`src/rtl/rg_pkg.sv`:
```
package rg_pkg;

    localparam int unsigned RG_PHASE_W     = 48;
    localparam int unsigned RG_SYNC_STAGES = 2;
    localparam int unsigned RG_NUM_LINES   = 2;
    localparam int unsigned RG_LINE_START  = 0;
    localparam int unsigned RG_LINE_STOP   = 1;

    typedef enum logic [1:0] {
        RG_EMPTY = 2'd0,
        RG_ARMED = 2'd1,
        RG_RUN   = 2'd2
    } rg_state_e;

    typedef enum logic [1:0] {
        RG_ACC_HOLD = 2'd0,
        RG_ACC_LOAD = 2'd1,
        RG_ACC_STEP = 2'd2
    } rg_acc_cmd_e;

    typedef struct packed {
        logic start_lvl;
        logic stop_lvl;
    } rg_lines_t;

    function automatic logic rg_is_running(input rg_state_e s);
        return s == RG_RUN;
    endfunction

endpackage

```
`src/rtl/rg_sync.sv`:
```
module rg_sync #(
    parameter int unsigned WIDTH  = 2,
    parameter int unsigned STAGES = 2
) (
    input  logic             clk,
    input  logic             rst,
    input  logic [WIDTH-1:0] pins_i,
    output logic [WIDTH-1:0] lvl_o
);
    localparam int unsigned LAST = STAGES - 1;

    for (genvar g = 0; g < WIDTH; g++) begin : g_line
        logic [STAGES-1:0] chain_q;

        always_ff @(posedge clk) begin
            if (rst) begin
                chain_q <= '0;
            end else begin
                chain_q <= {chain_q[STAGES-2:0], pins_i[g]};
            end
        end

        assign lvl_o[g] = chain_q[LAST];
    end

endmodule

```
`src/rtl/rg_cfg_regs.sv`:
```
module rg_cfg_regs #(
    parameter int unsigned W = 48
) (
    input  logic         clk,
    input  logic         rst,
    input  logic         load_i,
    input  logic [W-1:0] phase_i,
    input  logic [W-1:0] incr_i,
    output logic [W-1:0] phase_o,
    output logic [W-1:0] incr_o
);
    always_ff @(posedge clk) begin
        if (rst) begin
            phase_o <= '0;
            incr_o  <= '0;
        end else if (load_i) begin
            phase_o <= phase_i;
            incr_o  <= incr_i;
        end
    end

endmodule

```
`src/rtl/rg_seq_ctrl.sv`:
```
module rg_seq_ctrl
    import rg_pkg::*;
(
    input  logic        clk,
    input  logic        rst,
    input  logic        load_i,
    input  logic        tick_i,
    input  rg_lines_t   lines_i,
    output rg_state_e   state_o,
    output logic        run_nxt_o,
    output logic        halt_o,
    output rg_acc_cmd_e cmd_o
);
    rg_state_e state_q, state_d;
    logic      stop_prev_q;
    logic      go;

    assign halt_o = stop_prev_q & ~lines_i.stop_lvl;
    assign go     = lines_i.start_lvl & lines_i.stop_lvl;

    always_comb begin
        state_d = state_q;
        unique case (state_q)
            RG_EMPTY: if (load_i) state_d = RG_ARMED;
            RG_ARMED: begin
                if (load_i)  state_d = RG_ARMED;
                else if (go) state_d = RG_RUN;
            end
            RG_RUN: begin
                if (load_i || halt_o) state_d = RG_ARMED;
            end
            default: state_d = RG_EMPTY;
        endcase
    end

    always_comb begin
        cmd_o = RG_ACC_HOLD;
        if (rg_is_running(state_d)) begin
            if (!rg_is_running(state_q)) cmd_o = RG_ACC_LOAD;
            else if (tick_i)             cmd_o = RG_ACC_STEP;
        end
    end

    assign run_nxt_o = rg_is_running(state_d);
    assign state_o   = state_q;

    always_ff @(posedge clk) begin
        if (rst) begin
            state_q     <= RG_EMPTY;
            stop_prev_q <= 1'b0;
        end else begin
            state_q     <= state_d;
            stop_prev_q <= lines_i.stop_lvl;
        end
    end

endmodule

```
`src/rtl/rg_phase_acc.sv`:
```
module rg_phase_acc
    import rg_pkg::*;
#(
    parameter int unsigned W = 48
) (
    input  logic         clk,
    input  logic         rst,
    input  rg_acc_cmd_e  cmd_i,
    input  logic         run_nxt_i,
    input  logic [W-1:0] phase_i,
    input  logic [W-1:0] incr_i,
    output logic [W-1:0] acc_o,
    output logic         out_o
);
    localparam int unsigned MSB = W - 1;

    logic [W-1:0] acc_q, acc_d;

    always_comb begin
        unique case (cmd_i)
            RG_ACC_LOAD: acc_d = phase_i;
            RG_ACC_STEP: acc_d = acc_q + incr_i;
            default:     acc_d = acc_q;
        endcase
    end

    always_ff @(posedge clk) begin
        if (rst) begin
            acc_q <= '0;
            out_o <= 1'b0;
        end else begin
            acc_q <= acc_d;
            out_o <= run_nxt_i ? acc_d[MSB] : 1'b0;
        end
    end

    assign acc_o = acc_q;

endmodule

```
`src/rtl/gated_rate_gen.sv`:
```
module gated_rate_gen
    import rg_pkg::*;
#(
    parameter int unsigned PHASE_W     = RG_PHASE_W,
    parameter int unsigned SYNC_STAGES = RG_SYNC_STAGES
) (
    input  logic               clk,
    input  logic               rst,
    input  logic               upd_tick,
    input  logic               cfg_load,
    input  logic [PHASE_W-1:0] cfg_phase,
    input  logic [PHASE_W-1:0] cfg_incr,
    input  logic               start_in,
    input  logic               stop_in,
    output logic               rate_out
);
    logic [RG_NUM_LINES-1:0] pins, lvl;
    rg_lines_t               lines;
    rg_state_e               state_q;
    rg_acc_cmd_e             acc_cmd;
    logic                    run_nxt;
    logic                    halt_evt;
    logic [PHASE_W-1:0]      phase_q, incr_q, acc_q;

    assign pins[RG_LINE_START] = start_in;
    assign pins[RG_LINE_STOP]  = stop_in;
    assign lines.start_lvl     = lvl[RG_LINE_START];
    assign lines.stop_lvl      = lvl[RG_LINE_STOP];

    rg_sync #(
        .WIDTH (RG_NUM_LINES),
        .STAGES(SYNC_STAGES)
    ) sync_i (
        .clk   (clk),
        .rst   (rst),
        .pins_i(pins),
        .lvl_o (lvl)
    );

    rg_cfg_regs #(.W(PHASE_W)) cfg_i (
        .clk    (clk),
        .rst    (rst),
        .load_i (cfg_load),
        .phase_i(cfg_phase),
        .incr_i (cfg_incr),
        .phase_o(phase_q),
        .incr_o (incr_q)
    );

    rg_seq_ctrl ctrl_i (
        .clk      (clk),
        .rst      (rst),
        .load_i   (cfg_load),
        .tick_i   (upd_tick),
        .lines_i  (lines),
        .state_o  (state_q),
        .run_nxt_o(run_nxt),
        .halt_o   (halt_evt),
        .cmd_o    (acc_cmd)
    );

    rg_phase_acc #(.W(PHASE_W)) acc_i (
        .clk      (clk),
        .rst      (rst),
        .cmd_i    (acc_cmd),
        .run_nxt_i(run_nxt),
        .phase_i  (phase_q),
        .incr_i   (incr_q),
        .acc_o    (acc_q),
        .out_o    (rate_out)
    );

endmodule

```
`config.mk`:
```
export PLATFORM = sky130hd
export DESIGN_NAME = gated_rate_gen
export DESIGN_NICKNAME = d
export VERILOG_FILES = /design/src/rtl/rg_pkg.sv /design/src/rtl/rg_sync.sv /design/src/rtl/rg_cfg_regs.sv /design/src/rtl/rg_seq_ctrl.sv /design/src/rtl/rg_phase_acc.sv /design/src/rtl/gated_rate_gen.sv
export SDC_FILE = /design/constraint.sdc
export NUM_CORES = 1
export LEC_CHECK = 0
export BUFFER_PORTS_ARGS = -buffer_cell sky130_fd_sc_hd__buf_2
export CORE_MARGIN = 3
export CORE_UTILIZATION = 61
export CTS_BUF_LIST = sky130_fd_sc_hd__clkbuf_2 sky130_fd_sc_hd__clkbuf_4 sky130_fd_sc_hd__clkbuf_8
export CTS_CLUSTER_DIAMETER = 150
export CTS_CLUSTER_SIZE = 20
export DETAILED_ROUTE_END_ITERATION = 10
export PLACE_DENSITY = 0.85
export SLEW_MARGIN = 20
export SYNTH_ARGS = -nofsm -noshare
export SYNTH_HDL_FRONTEND = slang
export SYNTH_SLANG_ARGS = --single-unit
```
`constraint.sdc`:
```
create_clock -name clk -period 4 [get_ports clk]
set_input_delay 0.8 -clock clk [delete_from_list [all_inputs] [get_ports clk]]
set_output_delay 0.8 -clock clk [all_outputs]
set_load 0.01 [all_outputs]
```
-- Word level (Yosys, flattened, before mapping)
Index checks and enable logic that the tools add are counted.
- bits in latches: 0
- word-level logic and storage cells: 32
- flip-flop bits (word level): 152
- memories: 0
- ROM bits: 0
- output and inout bits: 1
- RAM bits: 0
- equal/unequal tests: 5
- shifts and indexed selects: 0
- multipliers: 0
- add/sub/neg operators: 1
- reduce and logical (&&, ||, !) cells: 4
- bitwise gates (word level): 4
- divide/modulo/power cells: 0
- $lt $le $gt $ge: 0
- multiplexer cells: 9
- operator list (operator ; number):
    48-bit case mux with 2 select lines ; 1
    48-bit adder ; 1
    2-bit 2-to-1 mux ; 7
    2-bit equality test, second input constant ; 3
    2-bit case mux with 3 select lines ; 1
    2-bit by 1-bit equality test with 1-bit output, second input constant ; 2
    1-bit AND ; 2
    2-bit zero test ; 1
    1-bit NOT ; 2
    2-bit nonzero test ; 1
    2-bit OR reduction ; 1
    1-bit logical OR ; 1

-- Longest topological paths before layout
- depth after elaboration: 9
- mapped depth: 12
- mapped depth without buffers: 12

-- Modules after synthesis
A second synthesis with hierarchy kept.
- cell total of the unflattened synthesis: 954
- area, all modules: 8506.9 um2
- by module, submodules not included (module ; sequential area each (um2) ; instances ; cells an instance ; area an instance (um2)):
    rg_phase_acc ; 980.9 ; 1 ; 615 ; 4793.3
    rg_cfg_regs ; 1921.8 ; 1 ; 310 ; 3429.5
    rg_seq_ctrl ; 60.1 ; 1 ; 19 ; 163.9
    rg_sync ; 80.1 ; 1 ; 10 ; 120.1

-- Worst setup path before layout
Ideal clock, no wire load.
- kind: input -> register
- start point: input cfg_load
- end point: register acc_i.acc_q[10] (netlist: acc_i.acc_o[10])
- path slack: 0.981 ns
- stages: 9
- library setup time: 0.128 ns
- data required time: 3.872 ns
- data arrival time: 2.892 ns
- path through: clkbuf_1 or4b_2 ha_1 clkbuf_8 clkbuf_1 clkbuf_1 nor2_1 a21oi_1 nor2_1
- longest elaborated chain between the ends: 7
- ends and longest elaborated chain (item ; line ; text):
    start: declaration ; gated_rate_gen.sv:10 ; input logic cfg_load,
    1-bit logical OR ; rg_seq_ctrl.sv:30 ; if (load_i || halt_o) state_d = RG_ARMED;
    2-bit 2-to-1 mux ; rg_seq_ctrl.sv:30 ;
    2-bit case mux with 3 select lines (*) ; rg_seq_ctrl.sv:23 ; unique case (state_q)
    2-bit equality test (*) ; rg_pkg.sv:27 ; return s == RG_RUN;
    2-bit 2-to-1 mux (*) ; rg_seq_ctrl.sv:38 ; if (rg_is_running(state_d)) begin
    2-bit equality test or 2-bit by 1-bit equality test with 1-bit output (tied branches) ; rg_phase_acc.sv:20 ; unique case (cmd_i)
    48-bit case mux with 2 select lines or 2-bit nonzero test (tied branches) ; -- ;
    end signal: assignment ; rg_phase_acc.sv:29 ; acc_q <= '0;
    end signal: assignment ; rg_phase_acc.sv:32 ; acc_q <= acc_d;
    end: declaration ; rg_phase_acc.sv:17 ; logic [W-1:0] acc_q, acc_d;
Every way passes the cells marked *; elsewhere a longest branch is shown, timed or not.
A chain may end at the register's enable or synchronous reset.

-- Worst setup path after layout
- start point: register acc_i.acc_q[0] (netlist: acc_i.acc_o[0])
- end point: register acc_i.acc_q[22] (netlist: acc_i.acc_o[22])
- longest elaborated chain between the ends: 2
- ends and longest elaborated chain (item ; line ; text):
    48-bit adder ; rg_phase_acc.sv:22 ; RG_ACC_STEP: acc_d = acc_q + incr_i;
    48-bit case mux with 2 select lines ; rg_phase_acc.sv:20 ;
Every way passes these cells.

==> results.rst <==
.. list-table::
   :header-rows: 1

   * - Metric
     - Value
   * - Setup repair after global routing missed its margin
     - false
   * - Post-synthesis cell type count
     - 62
   * - Worst-margin pin slew
     - 1100 ps
   * - Cell with the most instances after synthesis
     - sky130_fd_sc_hd__nor2_1
   * - Row count
     - 42
   * - Total Die Area
     - 15200 sq um
   * - Post-Syn Area
     - 8390 sq um
   * - Floorplan core area
     - 13300 sq um
   * - Syn Nets
     - 1124
   * - Summed negative setup slack over all endpoints
     - 0 ps
   * - Overall via count from detail_route
     - 7119
   * - Critical path data arrival time
     - 3680 ps
   * - Commonest cells in the netlist
     - 173 x sky130_fd_sc_hd__nor2_1, 152 x sky130_fd_sc_hd__dfxtp_1, 97 x sky130_fd_sc_hd__mux2i_1, 88 x sky130_fd_sc_hd__a21oi_1, 54 x sky130_fd_sc_hd__clkbuf_1
   * - Sequential element share of the synthesized area
     - 36.3%
   * - Vias per std cell
     - 5.81
   * - Share of power burned in registers
     - 52.6%
   * - Die Width
     - 123 microns
   * - Total DRC errors in the routed layout
     - 0
   * - Kind of end point of the critical path
     - register
   * - Leak pwr
     - 4.20 nW
   * - Initial antenna violation count
     - 0
   * - Area leader, netlist
     - sky130_fd_sc_hd__dfxtp_1
   * - CTS tree
     - done
   * - Global-route wire length before repair
     - 31.3 mm
   * - Crit share post-route
     - 83.3%
   * - Synth area leaders
     - sky130_fd_sc_hd__dfxtp_1 36%, sky130_fd_sc_hd__mux2i_1 12%, sky130_fd_sc_hd__nor2_1 7.7%, sky130_fd_sc_hd__ha_1 7.3%, sky130_fd_sc_hd__a21oi_1 5.2%
   * - PD cells
     - 330 nW/um^2
   * - H-tree levels
     - 4
   * - Reported net switching power
     - 762 uW
   * - Clock transition at the registers of the reported paths
     - 80 ps
   * - Final setup vio count
     - 0
   * - Number of max-slew violations in the final report
     - 0
   * - Number of flip-flops and latches in the synthesized netlist
     - 152
   * - Number of global-route vias before repair
     - 6865
   * - Top-Level Pins
     - 103
   * - Most used DFF post-synth
     - sky130_fd_sc_hd__dfxtp_1
   * - Total number of yosys warnings
     - 0
   * - Number of synthesized flops with an enable pin
     - 0
   * - Placed wire-length estimate
     - 13.5 mm
   * - Critical Path Fanout Max
     - 3
   * - Average cell area after synthesis
     - 8.63 sq um
   * - Overall power of the completed layout
     - 3.07 mW
   * - Gr usage total
     - 25.6%
   * - Proportion of register bits with asynchronous set or reset after synthesis
     - 0%
   * - Critical path class
     - register to register
   * - Run status
     - finished, final reports clean
   * - CTS Buffer Depth
     - 2
   * - Post-cts resize count
     - 0
   * - Number of CTS-inserted buffers
     - 17
   * - Sw frac
     - 24.8%
   * - Relative slew margins
     - 26.7%
   * - Post-CTS setup buffer count
     - 0
   * - Root buf cell
     - sky130_fd_sc_hd__clkbuf_8
   * - Share of post-route cells with drive strength above 1
     - 15.6%
   * - Worst-Skew Late Latency
     - 470 ps
   * - Vertical die dimension
     - 123 microns
   * - Portion of total power attributed to combinational logic
     - 9.9%
   * - Count of filler cells inserted in the layout
     - 1055
   * - Length of the first detailed-routing pass in iterations
     - 5
   * - Cell count after synthesis
     - 972
   * - Category of the worst setup path launch point
     - register
   * - Max Cap Viol
     - 0
   * - Class of the worst hold path
     - register to register
   * - Number of sinks handled by clock tree synthesis
     - 152
   * - GPL Wtd Cong
     - 0.948
   * - Data required time at the worst endpoint
     - 4350 ps
   * - Routed length per placed instance
     - 15.5 microns
   * - Net count of the finished layout
     - 1191
   * - Top-area cell type share of the netlist area
     - 36.3%
   * - Diodes inserted
     - 0
   * - Effective utilization at floorplan
     - 62.9%
   * - Clock share of power
     - 37.5%
   * - Fmax
     - 300 MHz
   * - Synthesis-to-layout area growth
     - 11.0%
   * - VDD IR-drop max
     - 0.329 mV
   * - Maximum number of pins on one net before global-route repair
     - 79
   * - Number of I/O port buffers
     - 102
   * - Remaining global-route overflow
     - 0
   * - Number of design-rule violations left by the first detailed-router iteration
     - 423
   * - Power Internal
     - 2.31 mW
   * - Antenna viol nets, final
     - 0
   * - Wire length reported by the detailed router
     - 18.9 mm
   * - Setup skew after layout
     - 17.7 ps
   * - Final min period
     - 3330 ps
   * - Number of buffers added to fix hold violations after cts
     - 0
   * - Final number of hold-violating endpoints
     - 0
==> cells in the final DEF, fill, tap and decap left out, drive strengths merged, types with 2 or more instances in the layout <==
master and instances:
bufinv 2, clkinvlp 2, a31oi 7, nand2 41, nor3 24, xnor2 27
ha 49, clkinv 5, a31o 2, a221oi 24, nand2b 7, o31ai 4
dfxtp 152, or3 2, or2 2, a2111oi 7, a211oi 3, o211ai 4
a21o 17, nand3b 3, o21ai 29, o21bai 10, mux2 2, inv 12
mux2i 97, nand3 11, xor2 17, buf 113, clkbuf 21, o2111ai 2
a21oi 88, nor2b 35, nand4 14, o21a 7, a21boi 2, and3 2
nor3b 2, a22oi 17, nor2 173
==> flip-flops by register name, indices dropped and copies added, names as in the netlist <==
| name | cells |
|---|---|
| acc_i.out_o | 1 |
| cfg_i.phase_o | 48 |
| cfg_i.incr_o | 48 |
| acc_i.acc_o | 48 |
| ctrl_i.stop_prev_q | 1 |
| sync_i.g_line.chain_q | 4 |
| ctrl_i.state_o | 2 |
==> through the flow <==
stage / cell area (sq um) / utilization, % / std cells / worst slack, ps / hold WS (ps)
after global routing: 9320 / 69.8 / 1226 / 463 / 490
after detailed placement: 8940 / 66.9 / 1196 / 705 / 458
after CTS: 9320 / 69.8 / 1226 / 717 / 477
after global placement: 8940 / 66.9 / 1196 / 839 / 458
after floorplan: 8390 / - / 972 / 981 / 414
final: 9320 / 69.8 / 1226 / 667 / 480
==> cell families (layout without fill, tap and decap cells) <==
| family | after synthesis | in the layout | synth area share, % |
|---|---|---|---|
| AO/OA/AOI/OAI | 229 | 229 | 18.3 |
| multiplexers | 99 | 99 | 11.9 |
| flip-flops | 152 | 152 | 36.3 |
| XOR/XNOR | 44 | 44 | 4.59 |
| adder cells (fa/ha/maj) | 50 | 50 | 7.54 |
| AND/OR/NAND/NOR | 321 | 321 | 17.3 |
| buffers and inverters | 77 | 155 | 4.13 |
==> worst paths after layout <==
path	endpoint	start	depth (start not counted)	slack [ps]
max	acc_i.acc_o[22]	acc_i.acc_o[0]	12	670
min	sync_i.g_line[1].chain_q[1]	sync_i.g_line[1].chain_q[0]	1	480
max reg2reg	acc_i.acc_o[22]	acc_i.acc_o[0]	12	670
min reg2reg	sync_i.g_line[1].chain_q[1]	sync_i.g_line[1].chain_q[0]	1	480
==> metal layers <==
layer  vias up  global-route usage (%)  part of all wire, %
li1       3598                       -                    -
met1      3290                    33.1                   46
met2       198                    42.6                   47
met3        33                    5.72                  5.3
met4         0                    8.44                  1.9
met5         -                       0                    0
==> final cells by class <==
class	instances	area, sq um	area share (%)
clock buffers	21	283	3.03
clock inverters	9	100	1.07
inverters	12	45.0	0.483
multi-input cells	743	5000	53.7
flip-flops and latches	152	3040	32.7
well taps	176	220	2.36
repair buffers	113	623	6.69
==> power by group through the flow <==
stage	combinational [mW]	sequential, mW	clock (mW)
global placement	0.295	1.65	0
floorplan	0.219	1.63	0
detailed placement	0.302	1.65	0
CTS	0.305	1.62	1.17
global route	0.340	1.62	1.23
finish	0.304	1.62	1.15
==> worst max-delay path, stage by stage, from the launching register on <==
cell,delay [ps]
sky130_fd_sc_hd__dfxtp_1,330
sky130_fd_sc_hd__ha_1,230
sky130_fd_sc_hd__fa_1,410
sky130_fd_sc_hd__a21oi_1,220
sky130_fd_sc_hd__o21ai_2,110
sky130_fd_sc_hd__o22ai_2,230
sky130_fd_sc_hd__o21bai_1,90
sky130_fd_sc_hd__a21oi_1,280
sky130_fd_sc_hd__nor2_1,100
sky130_fd_sc_hd__o41ai_1,450
sky130_fd_sc_hd__o21ai_0,220
sky130_fd_sc_hd__xnor2_1,160
sky130_fd_sc_hd__a2111oi_0,390
Power figures use the tool's default switching activity.
